`src/rtl/devinfo_pkg.sv`:
```
package devinfo_pkg;
  localparam logic [7:0] TAG_NAME  = 8'h01;
  localparam logic [7:0] TAG_VER   = 8'h02;
  localparam logic [7:0] TAG_DEPTH = 8'h21;
  localparam logic [7:0] TAG_RATE  = 8'h23;
  localparam logic [7:0] TAG_PROBE = 8'h40;
  localparam logic [7:0] TAG_PROTO = 8'h41;
  localparam logic [7:0] NUL       = 8'h00;

  localparam int NAME_CHARS = 10;
  localparam logic [NAME_CHARS*8-1:0] NAME_TEXT = "SampleCore";
  localparam int VER_CHARS = 4;
  localparam logic [VER_CHARS*8-1:0] VER_TEXT = "3.00";

  // tag+text+nul, twice; two tag+word; two tag+byte; terminator
  localparam int STREAM_LEN = (1 + NAME_CHARS + 1) + (1 + VER_CHARS + 1)
                            + 2 * 5 + 2 * 2 + 1;

  typedef enum logic {ST_IDLE, ST_SEND} seq_state_e;
endpackage

```
`src/rtl/devinfo_rom.sv`:
```
module devinfo_rom
  import devinfo_pkg::*;
#(
  parameter logic [31:0] SAMPLE_DEPTH = 32'd24576,
  parameter logic [31:0] MAX_RATE     = 32'd200000000,
  parameter logic [7:0]  PROBE_COUNT  = 8'd32,
  parameter logic [7:0]  PROTO_REV    = 8'd2,
  localparam int AW = $clog2(STREAM_LEN)
) (
  input  logic [AW-1:0] addr_i,
  output logic [7:0]    byte_o
);
  function automatic logic [7:0] entry(input int idx);
    int p;
    p = idx;
    if (p == 0) return TAG_NAME;
    p = p - 1;
    if (p < NAME_CHARS) return NAME_TEXT[(NAME_CHARS-1-p)*8 +: 8];
    p = p - NAME_CHARS;
    if (p == 0) return NUL;
    p = p - 1;
    if (p == 0) return TAG_VER;
    p = p - 1;
    if (p < VER_CHARS) return VER_TEXT[(VER_CHARS-1-p)*8 +: 8];
    p = p - VER_CHARS;
    if (p == 0) return NUL;
    p = p - 1;
    if (p == 0) return TAG_DEPTH;
    p = p - 1;
    if (p < 4) return SAMPLE_DEPTH[(3-p)*8 +: 8];
    p = p - 4;
    if (p == 0) return TAG_RATE;
    p = p - 1;
    if (p < 4) return MAX_RATE[(3-p)*8 +: 8];
    p = p - 4;
    if (p == 0) return TAG_PROBE;
    if (p == 1) return PROBE_COUNT;
    if (p == 2) return TAG_PROTO;
    if (p == 3) return PROTO_REV;
    return NUL;
  endfunction

  logic [7:0] table_w [STREAM_LEN];

  for (genvar g = 0; g < STREAM_LEN; g++) begin : g_entry
    assign table_w[g] = entry(g);
  end

  always_comb begin
    byte_o = NUL;
    if (int'(addr_i) < STREAM_LEN) byte_o = table_w[addr_i];
  end
endmodule

```
`src/rtl/devinfo_seq.sv`:
```
module devinfo_seq
  import devinfo_pkg::*;
#(
  parameter int LEN = STREAM_LEN,
  localparam int AW = $clog2(LEN),
  localparam logic [AW-1:0] LAST = AW'(LEN - 1)
) (
  input  logic          clk,
  input  logic          rst,
  input  logic          start_i,
  input  logic          ready_i,
  output logic [AW-1:0] addr_o,
  output logic          active_o
);
  seq_state_e state_q;
  logic [AW-1:0] addr_q;
  logic take;

  assign take = (state_q == ST_SEND) && ready_i;

  always_ff @(posedge clk) begin
    if (rst) begin
      state_q <= ST_IDLE;
      addr_q  <= '0;
    end else begin
      case (state_q)
        ST_IDLE: if (start_i) begin
          state_q <= ST_SEND;
          addr_q  <= '0;
        end
        ST_SEND: if (take) begin
          if (addr_q == LAST) begin
            state_q <= ST_IDLE;
            addr_q  <= '0;
          end else begin
            addr_q <= addr_q + 1'b1;
          end
        end
        default: state_q <= ST_IDLE;
      endcase
    end
  end

  assign addr_o   = addr_q;
  assign active_o = (state_q == ST_SEND);
endmodule

```
`src/rtl/devinfo_streamer.sv`:
```
module devinfo_streamer
  import devinfo_pkg::*;
#(
  parameter logic [31:0] SAMPLE_DEPTH = 32'd24576,
  parameter logic [31:0] MAX_RATE     = 32'd200000000,
  parameter logic [7:0]  PROBE_COUNT  = 8'd32,
  parameter logic [7:0]  PROTO_REV    = 8'd2
) (
  input  logic       clk,
  input  logic       rst,
  input  logic       start_i,
  output logic [7:0] tx_data_o,
  output logic       tx_valid_o,
  input  logic       tx_ready_i,
  output logic       busy_o
);
  localparam int AW = $clog2(STREAM_LEN);

  logic [AW-1:0] addr_w;
  logic          active_w;

  devinfo_seq #(.LEN(STREAM_LEN)) seq_i (
    .clk      (clk),
    .rst      (rst),
    .start_i  (start_i),
    .ready_i  (tx_ready_i),
    .addr_o   (addr_w),
    .active_o (active_w)
  );

  devinfo_rom #(
    .SAMPLE_DEPTH (SAMPLE_DEPTH),
    .MAX_RATE     (MAX_RATE),
    .PROBE_COUNT  (PROBE_COUNT),
    .PROTO_REV    (PROTO_REV)
  ) rom_i (
    .addr_i (addr_w),
    .byte_o (tx_data_o)
  );

  assign tx_valid_o = active_w;
  assign busy_o     = active_w;
endmodule

```
`config.mk`:
```
export PLATFORM = sky130hd
export DESIGN_NAME = devinfo_streamer
export DESIGN_NICKNAME = d
export VERILOG_FILES = /design/src/rtl/devinfo_pkg.sv /design/src/rtl/devinfo_rom.sv /design/src/rtl/devinfo_seq.sv /design/src/rtl/devinfo_streamer.sv
export SDC_FILE = /design/constraint.sdc
export NUM_CORES = 1
export LEC_CHECK = 0
export CAP_MARGIN = 20
export CORE_MARGIN = 8
export CORE_UTILIZATION = 55
export CTS_CLUSTER_SIZE = 14
export DETAILED_ROUTE_END_ITERATION = 12
export PLACE_DENSITY_LB_ADDON = 0.1
export SYNTH_ARGS = -nofsm -noshare
export SYNTH_HDL_FRONTEND = slang
export SYNTH_SLANG_ARGS = --single-unit
```
`constraint.sdc`:
```
create_clock -name clk -period 3.3 [get_ports clk]
set_clock_uncertainty 0.05 [all_clocks]
set_input_delay 0.495 -clock clk [delete_from_list [all_inputs] [get_ports clk]]
set_output_delay 0.495 -clock clk [all_outputs]
set_load 0.005 [all_outputs]
```
==> results.json, run 1 <==
{
  "clkSlewWorstSetupHoldPaths_ns": 0.05,
  "ctsHoldBuffers": 0,
  "status": "finished, final reports clean",
  "synth-edff-count": 0,
  "hold_viol": 0,
  "synthTopCellsByCount": "nand2_1, dfxtp_1, ha_1",
  "row_count": 14,
  "grt_pass1_wl_mm": 3.28,
  "wire_per_inst_um": 15.3,
  "antennaDiodeCount": 0,
  "overflow": 0,
  "crit_path_start_kind": "flip-flop",
  "antenna_found_initial": 0,
  "fin_setup_tns_ns": 0,
  "path_max_fanout": 21,
  "slew_headroom": 0.536,
  "pre_cts_ws_ns": 0.713,
  "finalWeightedCongestion": 0.807,
  "hp-class": "reg -> reg",
  "end_kind": "output port",
  "post_cts_resized": 0,
  "dp_hpwl_mm": 1.50,
  "cts_buffers": 3,
  "yosysTopAreaCellShare": 0.173,
  "ys_seq_elements": 7,
  "critPathRequiredTime_ns": 2.75,
  "synth_cells": 104,
  "die_y_um": 54.3,
  "p_leak_nw": 0.365,
  "syn_nets": 115,
  "holdWs_ns": 0.548,
  "cts-root-buf": "clkbuf_4",
  "cts_setup_buffers": 0,
  "grt_max_degree": 22,
  "setup_slack_ns": 0.445,
  "finalSetupViolations": 0,
  "period_share": 0.865,
  "num-nets-final": 125,
  "drc": 0,
  "cts.path.max_buffers": 2,
  "cts.sinks": 7,
  "synth-main-ff-cell": "dfxtp_1",
  "cts-htree-levels": 1,
  "drv_slew": 0,
  "ios": 14,
  "tritoncts": "yes",
  "tightest_slew_ns": 0.695,
  "synth.avg_cell_area_um2": 7.77,
  "drt-total-wl_mm": 1.98,
  "io_buffer_count": 13,
  "synth_top_area_cell": "dfxtp_1",
  "vias": 788,
  "path_class": "reg -> out",
  "die_w_um": 54.3,
  "dr.first_iter.drc_count": 28,
  "async_flop_share": 0,
  "track_usage": 0.144,
  "rsz0062_at_grt": "no",
  "period_minus_slack_ns": 2.85,
  "drt_pass1_iterations": 4,
  "via_per_inst": 6.11,
  "p_per_area_nw_per_um2": 214,
  "initial_core_util": 0.563,
  "syn2layout_area_growth_pct": 17.2,
  "drtAntennaViolNets": 0,
  "drive_gt1_frac": 0.0708,
  "netlist_area_um2": 808,
  "fp.coreArea_um2": 1440,
  "dieArea_um2": 2950,
  "max-cap-violations": 0,
  "grt_pass1_vias": 729,
  "yosysUniqueCellTypes": 44,
  "ir_worst_vdd_mv": 0.311,
  "synth_area_leaders": "dfxtp_1, ha_1, mux2i_1, nand2_1, nand2b_1",
  "yosysWarnings": 0,
  "cp.arrival_ns": 2.31,
  "finish.utilization": 0.659,
  "max_freq_mhz": 350,
  "synth.most_common_cell": "nand2_1",
  "fillers": 134,
  "clk_latency_ns": 0.25,
  "synth_seq_area_share": 0.173
}
==> where the power goes <==
group,total [mW],internal (mW),switching [mW]
clock,0.0753,0.0460,0.0293
sequential,0.0902,0.0865,0.00374
combinational,0.0368,0.0211,0.0157
==> worst max-delay path, cell delays in order (launching register included) <==
cell and delay, ns:
dfxtp_1 0.76, buf_4 0.29, nor3b_1 0.23, o221ai_1 0.16
o311a_1 0.16, clkdlybuf4s50_1 0.45
==> path summary, 6_finish.rpt <==
path                            slack [ns]                          from                            to  cells past startpoint
worst max-delay path                  0.45  seq_i.addr_o[2]$_SDFFE_PP0P_                  tx_data_o[6]                      5
worst min-delay path                  0.55     seq_i.active_o$_SDFF_PP0_     seq_i.active_o$_SDFF_PP0_                      2
worst max register to register        1.36  seq_i.addr_o[1]$_SDFFE_PP0P_  seq_i.addr_o[0]$_SDFFE_PP0P_                      5
worst min register to register        0.55     seq_i.active_o$_SDFF_PP0_     seq_i.active_o$_SDFF_PP0_                      2
==> registers in the layout, summed over array words and instances (netlist names) <==
name and cells:
seq_i.addr_o 6, seq_i.active_o 1
==> metrics by stage <==
stage	cell area, µm²	cells	total power, mW
2_1_floorplan	808	104	0.113
3_3_place_gp	921	125	0.128
3_5_place_dp	921	125	0.129
4_1_cts	947	129	0.202
5_1_grt	947	129	0.211
6_report	947	129	0.202
==> final cells by class <==
type                            count  area (µm²)  share of cell area
Tap cell                           16        20.0              0.0211
Timing Repair Buffer               15         145               0.153
Clock buffer                        4        26.3              0.0277
Multi-Input combinational cell     81         593               0.626
Inverter                            6        22.5              0.0238
Sequential cell                     7         140               0.148
==> cell usage in the layout, fill, tap and decap left out, drive strengths merged, types with 4 or more instances in the layout <==
cell	instances
mux2i	4
nand3	4
clkdlybuf4s50	13
ha	7
dfxtp	7
nand2	10
clkbuf	4
nor2	6
nand2b	4
inv	5
==> kinds of logic after synthesis <==
family | synth area share
AND/OR/NAND/NOR | 0.269
AO/OA/AOI/OAI | 0.254
buffers and inverters | 0.0929
adder cells (fa/ha/maj) | 0.108
flip-flops | 0.173
multiplexers | 0.0913
XOR/XNOR | 0.0108
==> layer usage <==
layer / vias up / track usage / routed length, µm
met4: 0 / 0.0164 / 0
met5: - / 0 / 0
met1: 363 / 0.184 / 907
met3: 0 / 0.0489 / 128
met2: 27 / 0.237 / 942
li1: 398 / - / -
(Power assumes the default switching activity.)
==> run 2: changes to the inputs <==
--- a/config.mk
+++ b/config.mk
@@ -6,9 +6,11 @@
 export NUM_CORES = 1
 export LEC_CHECK = 0
 export CAP_MARGIN = 20
+export CELL_PAD_IN_SITES_DETAIL_PLACEMENT = 0
+export CELL_PAD_IN_SITES_GLOBAL_PLACEMENT = 1
 export CORE_MARGIN = 8
-export CORE_UTILIZATION = 55
-export CTS_CLUSTER_SIZE = 14
+export CORE_UTILIZATION = 40
+export CTS_CLUSTER_SIZE = 30
 export DETAILED_ROUTE_END_ITERATION = 12
 export PLACE_DENSITY_LB_ADDON = 0.1
 export SYNTH_ARGS = -nofsm -noshare
==> run 2 against run 1 <==
  * Critical path depth rose by 1
  * Non-clock buffer count up 1
  * Critical endpoint is now tx_data_o[3]
  * Core utilization shrank 16 points
  * Cell count rose by 9.3%
  * Count of clock-buffer cells in the layout unchanged
==> results.json, run 2 (synthesis gave the netlist of run 1 again) <==
{
  "overflow": 0,
  "post_cts_resized": 0,
  "drtAntennaViolNets": 0,
  "die_y_um": 61.0,
  "path_max_fanout": 9,
  "cts_buffers": 3,
  "track_usage": 0.124,
  "drv_slew": 0,
  "critPathMaxStageDelay_ns": 0.52,
  "design_area_um2": 968,
  "fp.coreArea_um2": 1940,
  "tightest_slew_ns": 0.587,
  "cts.path.max_buffers": 2,
  "slew_headroom": 0.608,
  "largest_reg_flops": 6,
  "period_share": 0.879,
  "cts-root-buf": "clkbuf_4",
  "drt_pass1_iterations": 4,
  "finalSetupViolations": 0,
  "drt-total-wl_mm": 2.10,
  "max-cap-violations": 0,
  "ir_worst_vdd_mv": 0.169,
  "fin_setup_tns_ns": 0,
  "cts-htree-levels": 1,
  "ctsHoldBuffers": 0,
  "cpMaxStageDelayCell": "dfxtp_1",
  "drive_gt1_frac": 0.0789,
  "p_per_area_nw_per_um2": 210,
  "grt_pass1_wl_mm": 3.43,
  "path_class": "reg -> out",
  "wire_per_inst_um": 14.9,
  "rsz0062_at_grt": "no",
  "totalPowerFinal_mw": 0.204,
  "antenna_found_initial": 0,
  "vias": 802,
  "row_count": 16,
  "status": "finished, final reports clean",
  "clk_latency_ns": 0.25,
  "die_w_um": 61.0,
  "num-nets-final": 126,
  "antennaDiodeCount": 0,
  "dieArea_um2": 3710,
  "end_kind": "output port",
  "period_minus_slack_ns": 2.90,
  "finalWeightedCongestion": 0.797,
  "hold_viol": 0,
  "drc": 0,
  "dr.first_iter.drc_count": 15,
  "max_freq_mhz": 345,
  "critPathRequiredTime_ns": 2.75,
  "grt_max_degree": 19,
  "final_common_cell": "clkdlybuf4s50_1",
  "dp_hpwl_mm": 1.55,
  "cts.sinks": 7,
  "tritoncts": "yes",
  "clkSlewWorstSetupHoldPaths_ns": 0.05,
  "cp.arrival_ns": 2.36,
  "crit_buf_inv": 2,
  "crit_path_start_kind": "flip-flop",
  "p_leak_nw": 0.371,
  "path_delay_family": "buffers and inverters",
  "cp_cell_sequence": "inv_1 > ha_1 > mux4_2 > nand2_1 > o41ai_1 > clkdlybuf4s50_1",
  "mostFrequentLayoutCells": "clkdlybuf4s50_1, nand2_1, ha_1, dfxtp_1, nor2_1",
  "io_buffer_count": 13,
  "ios": 14,
  "initial_core_util": 0.416,
  "hp-class": "reg -> reg",
  "grt_pass1_vias": 778,
  "holdWs_ns": 0.538,
  "dpl-instance-area_um2": 942,
  "cts_setup_buffers": 0,
  "syn2layout_area_growth_pct": 19.8,
  "via_per_inst": 5.69
}
## run 2: layer usage
metal  GRT usage  up-vias  share of wire
li1            -      406              -
met1       0.135      373           0.45
met2       0.214       21           0.48
met3      0.0466        2          0.062
met4      0.0432        0         0.0091
met5           0        -              0
## run 2: report_power, final
group / leakage (nW) / switching [mW] / internal, mW
logic: 0.299 / 0.0154 / 0.0212
clock network: 0.0150 / 0.0309 / 0.0461
registers: 0.0568 / 0.00367 / 0.0864
## run 2: path summary, 6_finish.rpt
check                                     from                           end  slack (ns)  depth (start not counted)
setup / recovery  seq_i.addr_o[0]$_SDFFE_PP0P_                  tx_data_o[3]        0.40                          6
hold / removal       seq_i.active_o$_SDFF_PP0_     seq_i.active_o$_SDFF_PP0_        0.54                          2
setup reg to reg  seq_i.addr_o[1]$_SDFFE_PP0P_  seq_i.addr_o[0]$_SDFFE_PP0P_        1.29                          5
hold reg to reg      seq_i.active_o$_SDFF_PP0_     seq_i.active_o$_SDFF_PP0_        0.54                          2
## run 2: metrics by stage
stage / util / cells / worst slack, ns
finish: 0.499 / 141 / 0.399
global route: 0.499 / 141 / 0.270
CTS: 0.499 / 141 / 0.394
detailed placement: 0.485 / 137 / 0.687
global placement: 0.485 / 137 / 0.715
floorplan: - / 104 / 1.35
## run 2: worst min-delay path: stages (launching register included)
cell      delay, ns
dfxtp_1        0.36
nor2_1         0.12
a311oi_1       0.06
## run 2: layout make-up
type | instances | area [µm²]
Fill cell | 204 | 973
Multi-Input combinational cell | 81 | 593
Timing Repair Buffer | 16 | 153
Sequential cell | 7 | 140
Tap cell | 27 | 33.8
Clock buffer | 4 | 26.3
Inverter | 6 | 22.5
==> run 3: changes to the inputs <==
--- a/config.mk
+++ b/config.mk
@@ -10,6 +10,7 @@
 export CELL_PAD_IN_SITES_GLOBAL_PLACEMENT = 1
 export CORE_MARGIN = 8
 export CORE_UTILIZATION = 40
+export CTS_BUF_LIST = sky130_fd_sc_hd__clkbuf_4 sky130_fd_sc_hd__clkbuf_8 sky130_fd_sc_hd__clkbuf_16
 export CTS_CLUSTER_SIZE = 30
 export DETAILED_ROUTE_END_ITERATION = 12
 export PLACE_DENSITY_LB_ADDON = 0.1
==> constraint.sdc (replaced) <==
create_clock -name clk -period 3.61 [get_ports clk]
set_clock_uncertainty 0.05 [all_clocks]
set_input_delay 0.5415 -clock clk [delete_from_list [all_inputs] [get_ports clk]]
set_output_delay 0.5415 -clock clk [all_outputs]
set_load 0.005 [all_outputs]
==> run 3 against run 2 <==
  * Via count decreased by 0.25%
  * Die area did not move
  * Critical endpoint is now tx_data_o[5]
  * Sequential share of layout area grew 0.17 points
  * Sequential power down 8.2%
  * Clock power grew 3%
  * Core utilization shrank 0.58 points
  * Register-to-register slack gained 0.27 ns
  * Highest routed layer unchanged
  * Setup slack improved by 0.16 ns
  * Worst hold slack gained 0.0011 ns
  * Total power decreased by 3.9%
  * Largest power group unchanged
  * Wire length fell by 3.2%
  * Final area shrank 1.2%
==> results.json, run 3 (synthesis gave the netlist of run 1 again) <==
{
  "path_max_fanout": 31,
  "clkSlewWorstSetupHoldPaths_ns": 0.05,
  "num-nets-final": 124,
  "p_per_area_nw_per_um2": 204,
  "cts_setup_buffers": 0,
  "cp.arrival_ns": 2.46,
  "path_class": "reg -> out",
  "fp.coreArea_um2": 1940,
  "overflow": 0,
  "reg2reg_from": "seq_i.addr_o[1]$_SDFFE_PP0P_",
  "dpl-instance-area_um2": 927,
  "drc": 0,
  "finalWeightedCongestion": 0.813,
  "dp_hpwl_mm": 1.41,
  "cts_buffers": 3,
  "status": "finished, final reports clean",
  "end_kind": "output port",
  "antenna_found_initial": 0,
  "largest_reg_flops": 6,
  "fin_setup_tns_ns": 0,
  "post_cts_resized": 0,
  "tritoncts": "yes",
  "cts-root-buf": "clkbuf_4",
  "critPathMaxStageDelay_ns": 0.94,
  "r2r_setup_slack_ns": 1.56,
  "mostFrequentLayoutCells": "clkdlybuf4s50_1, nand2_1, ha_1, dfxtp_1, nor2_1",
  "max_freq_mhz": 328,
  "setup_slack_ns": 0.559,
  "wire_per_inst_um": 14.6,
  "holdPathStages": 2,
  "syn2layout_area_growth_pct": 18.4,
  "final_common_cell": "clkdlybuf4s50_1",
  "die_w_um": 61.0,
  "hold_viol": 0,
  "drt_pass1_iterations": 4,
  "die_y_um": 61.0,
  "initial_core_util": 0.416,
  "cts.sinks": 7,
  "fillers": 201,
  "row_count": 16,
  "dieArea_um2": 3710,
  "drive_gt1_frac": 0.0714,
  "grt_pass1_vias": 683,
  "drv_slew": 0,
  "clk_latency_ns": 0.25,
  "ios": 14,
  "design_area_um2": 957,
  "cts.path.max_buffers": 2,
  "hold_start": "seq_i.active_o$_SDFF_PP0_",
  "hold_path_end": "seq_i.active_o$_SDFF_PP0_",
  "period_share": 0.845,
  "slew_headroom": 0.370,
  "drt-total-wl_mm": 2.03,
  "via_per_inst": 5.76,
  "drtAntennaViolNets": 0,
  "holdWs_ns": 0.539,
  "hp-class": "reg -> reg",
  "period_minus_slack_ns": 3.05,
  "antennaDiodeCount": 0,
  "cp_cell_sequence": "xnor2_1 > mux2i_1 > a2111oi_0 > clkdlybuf4s50_1",
  "cts-htree-levels": 1,
  "track_usage": 0.117,
  "crit_path_start_kind": "flip-flop",
  "r2r-end": "seq_i.addr_o[0]$_SDFFE_PP0P_",
  "cpMaxStageDelayCell": "dfxtp_1",
  "finalSetupViolations": 0,
  "vias": 800,
  "grt_max_degree": 32,
  "totalPowerFinal_mw": 0.196,
  "max-cap-violations": 0,
  "grt_pass1_wl_mm": 3.32,
  "pre_cts_ws_ns": 0.833,
  "p_leak_nw": 0.363,
  "tightest_slew_ns": 0.944,
  "io_buffer_count": 13,
  "ff2ff_path_depth": 5,
  "ctsHoldBuffers": 0,
  "dr.first_iter.drc_count": 25,
  "rsz0062_at_grt": "no",
  "critPathRequiredTime_ns": 3.02,
  "ir_worst_vdd_mv": 0.178
}
run 3: worst max path at each step:
stage / start / end / slack, ns / cells past startpoint
finish: seq_i.addr_o[2]$_SDFFE_PP0P_ / tx_data_o[5] / 0.56 / 4
global route: seq_i.addr_o[2]$_SDFFE_PP0P_ / tx_data_o[5] / 0.37 / 3
CTS: seq_i.addr_o[2]$_SDFFE_PP0P_ / tx_data_o[5] / 0.57 / 4
detailed placement: seq_i.addr_o[2]$_SDFFE_PP0P_ / tx_data_o[5] / 0.83 / 4
global placement: seq_i.addr_o[2]$_SDFFE_PP0P_ / tx_data_o[5] / 0.84 / 4
floorplan: seq_i.addr_o[0]$_SDFFE_PP0P_ / tx_data_o[3] / 1.62 / 5
run 3: layer usage:
| layer | global-route usage | routed length, µm | part of all wire |
|---|---|---|---|
| met1 | 0.158 | 973 | 0.48 |
| met2 | 0.170 | 932 | 0.46 |
| met3 | 0.0339 | 101 | 0.050 |
| met4 | 0.0365 | 23 | 0.011 |
| met5 | 0 | 0 | 0 |
run 3: through the flow:
stage / utilization / std cells
finish: 0.493 / 139
global route: 0.493 / 139
CTS: 0.493 / 139
detailed placement: 0.477 / 135
global placement: 0.477 / 135
floorplan: - / 104
run 3: where the power goes:
part	total, mW	switching, mW	internal [mW]	leakage [nW]
Clock	0.0790	0.0293	0.0497	0.0184
Sequential	0.0827	0.00373	0.0790	0.0568
Combinational	0.0339	0.0146	0.0194	0.288
run 3: cell type report:
class / count / area, µm² / share of cell area
sequential: 7 / 140 / 0.146
inverter: 6 / 22.5 / 0.0235
multi-input combinational: 81 / 593 / 0.620
tap: 27 / 33.8 / 0.0353
timing repair buffer: 14 / 138 / 0.144
clock buffer: 4 / 30.0 / 0.0314
run 3: worst max-delay path, delay by kind of cell, from the launching register on:
| family | cells | cell delay (ns) |
|---|---|---|
| AOI/OAI and AO/OA | 1 | 0.40 |
| muxes | 1 | 0.09 |
| buffers and inverters | 1 | 0.58 |
| xor gates and xnor gates | 1 | 0.19 |
| DFF | 1 | 0.94 |
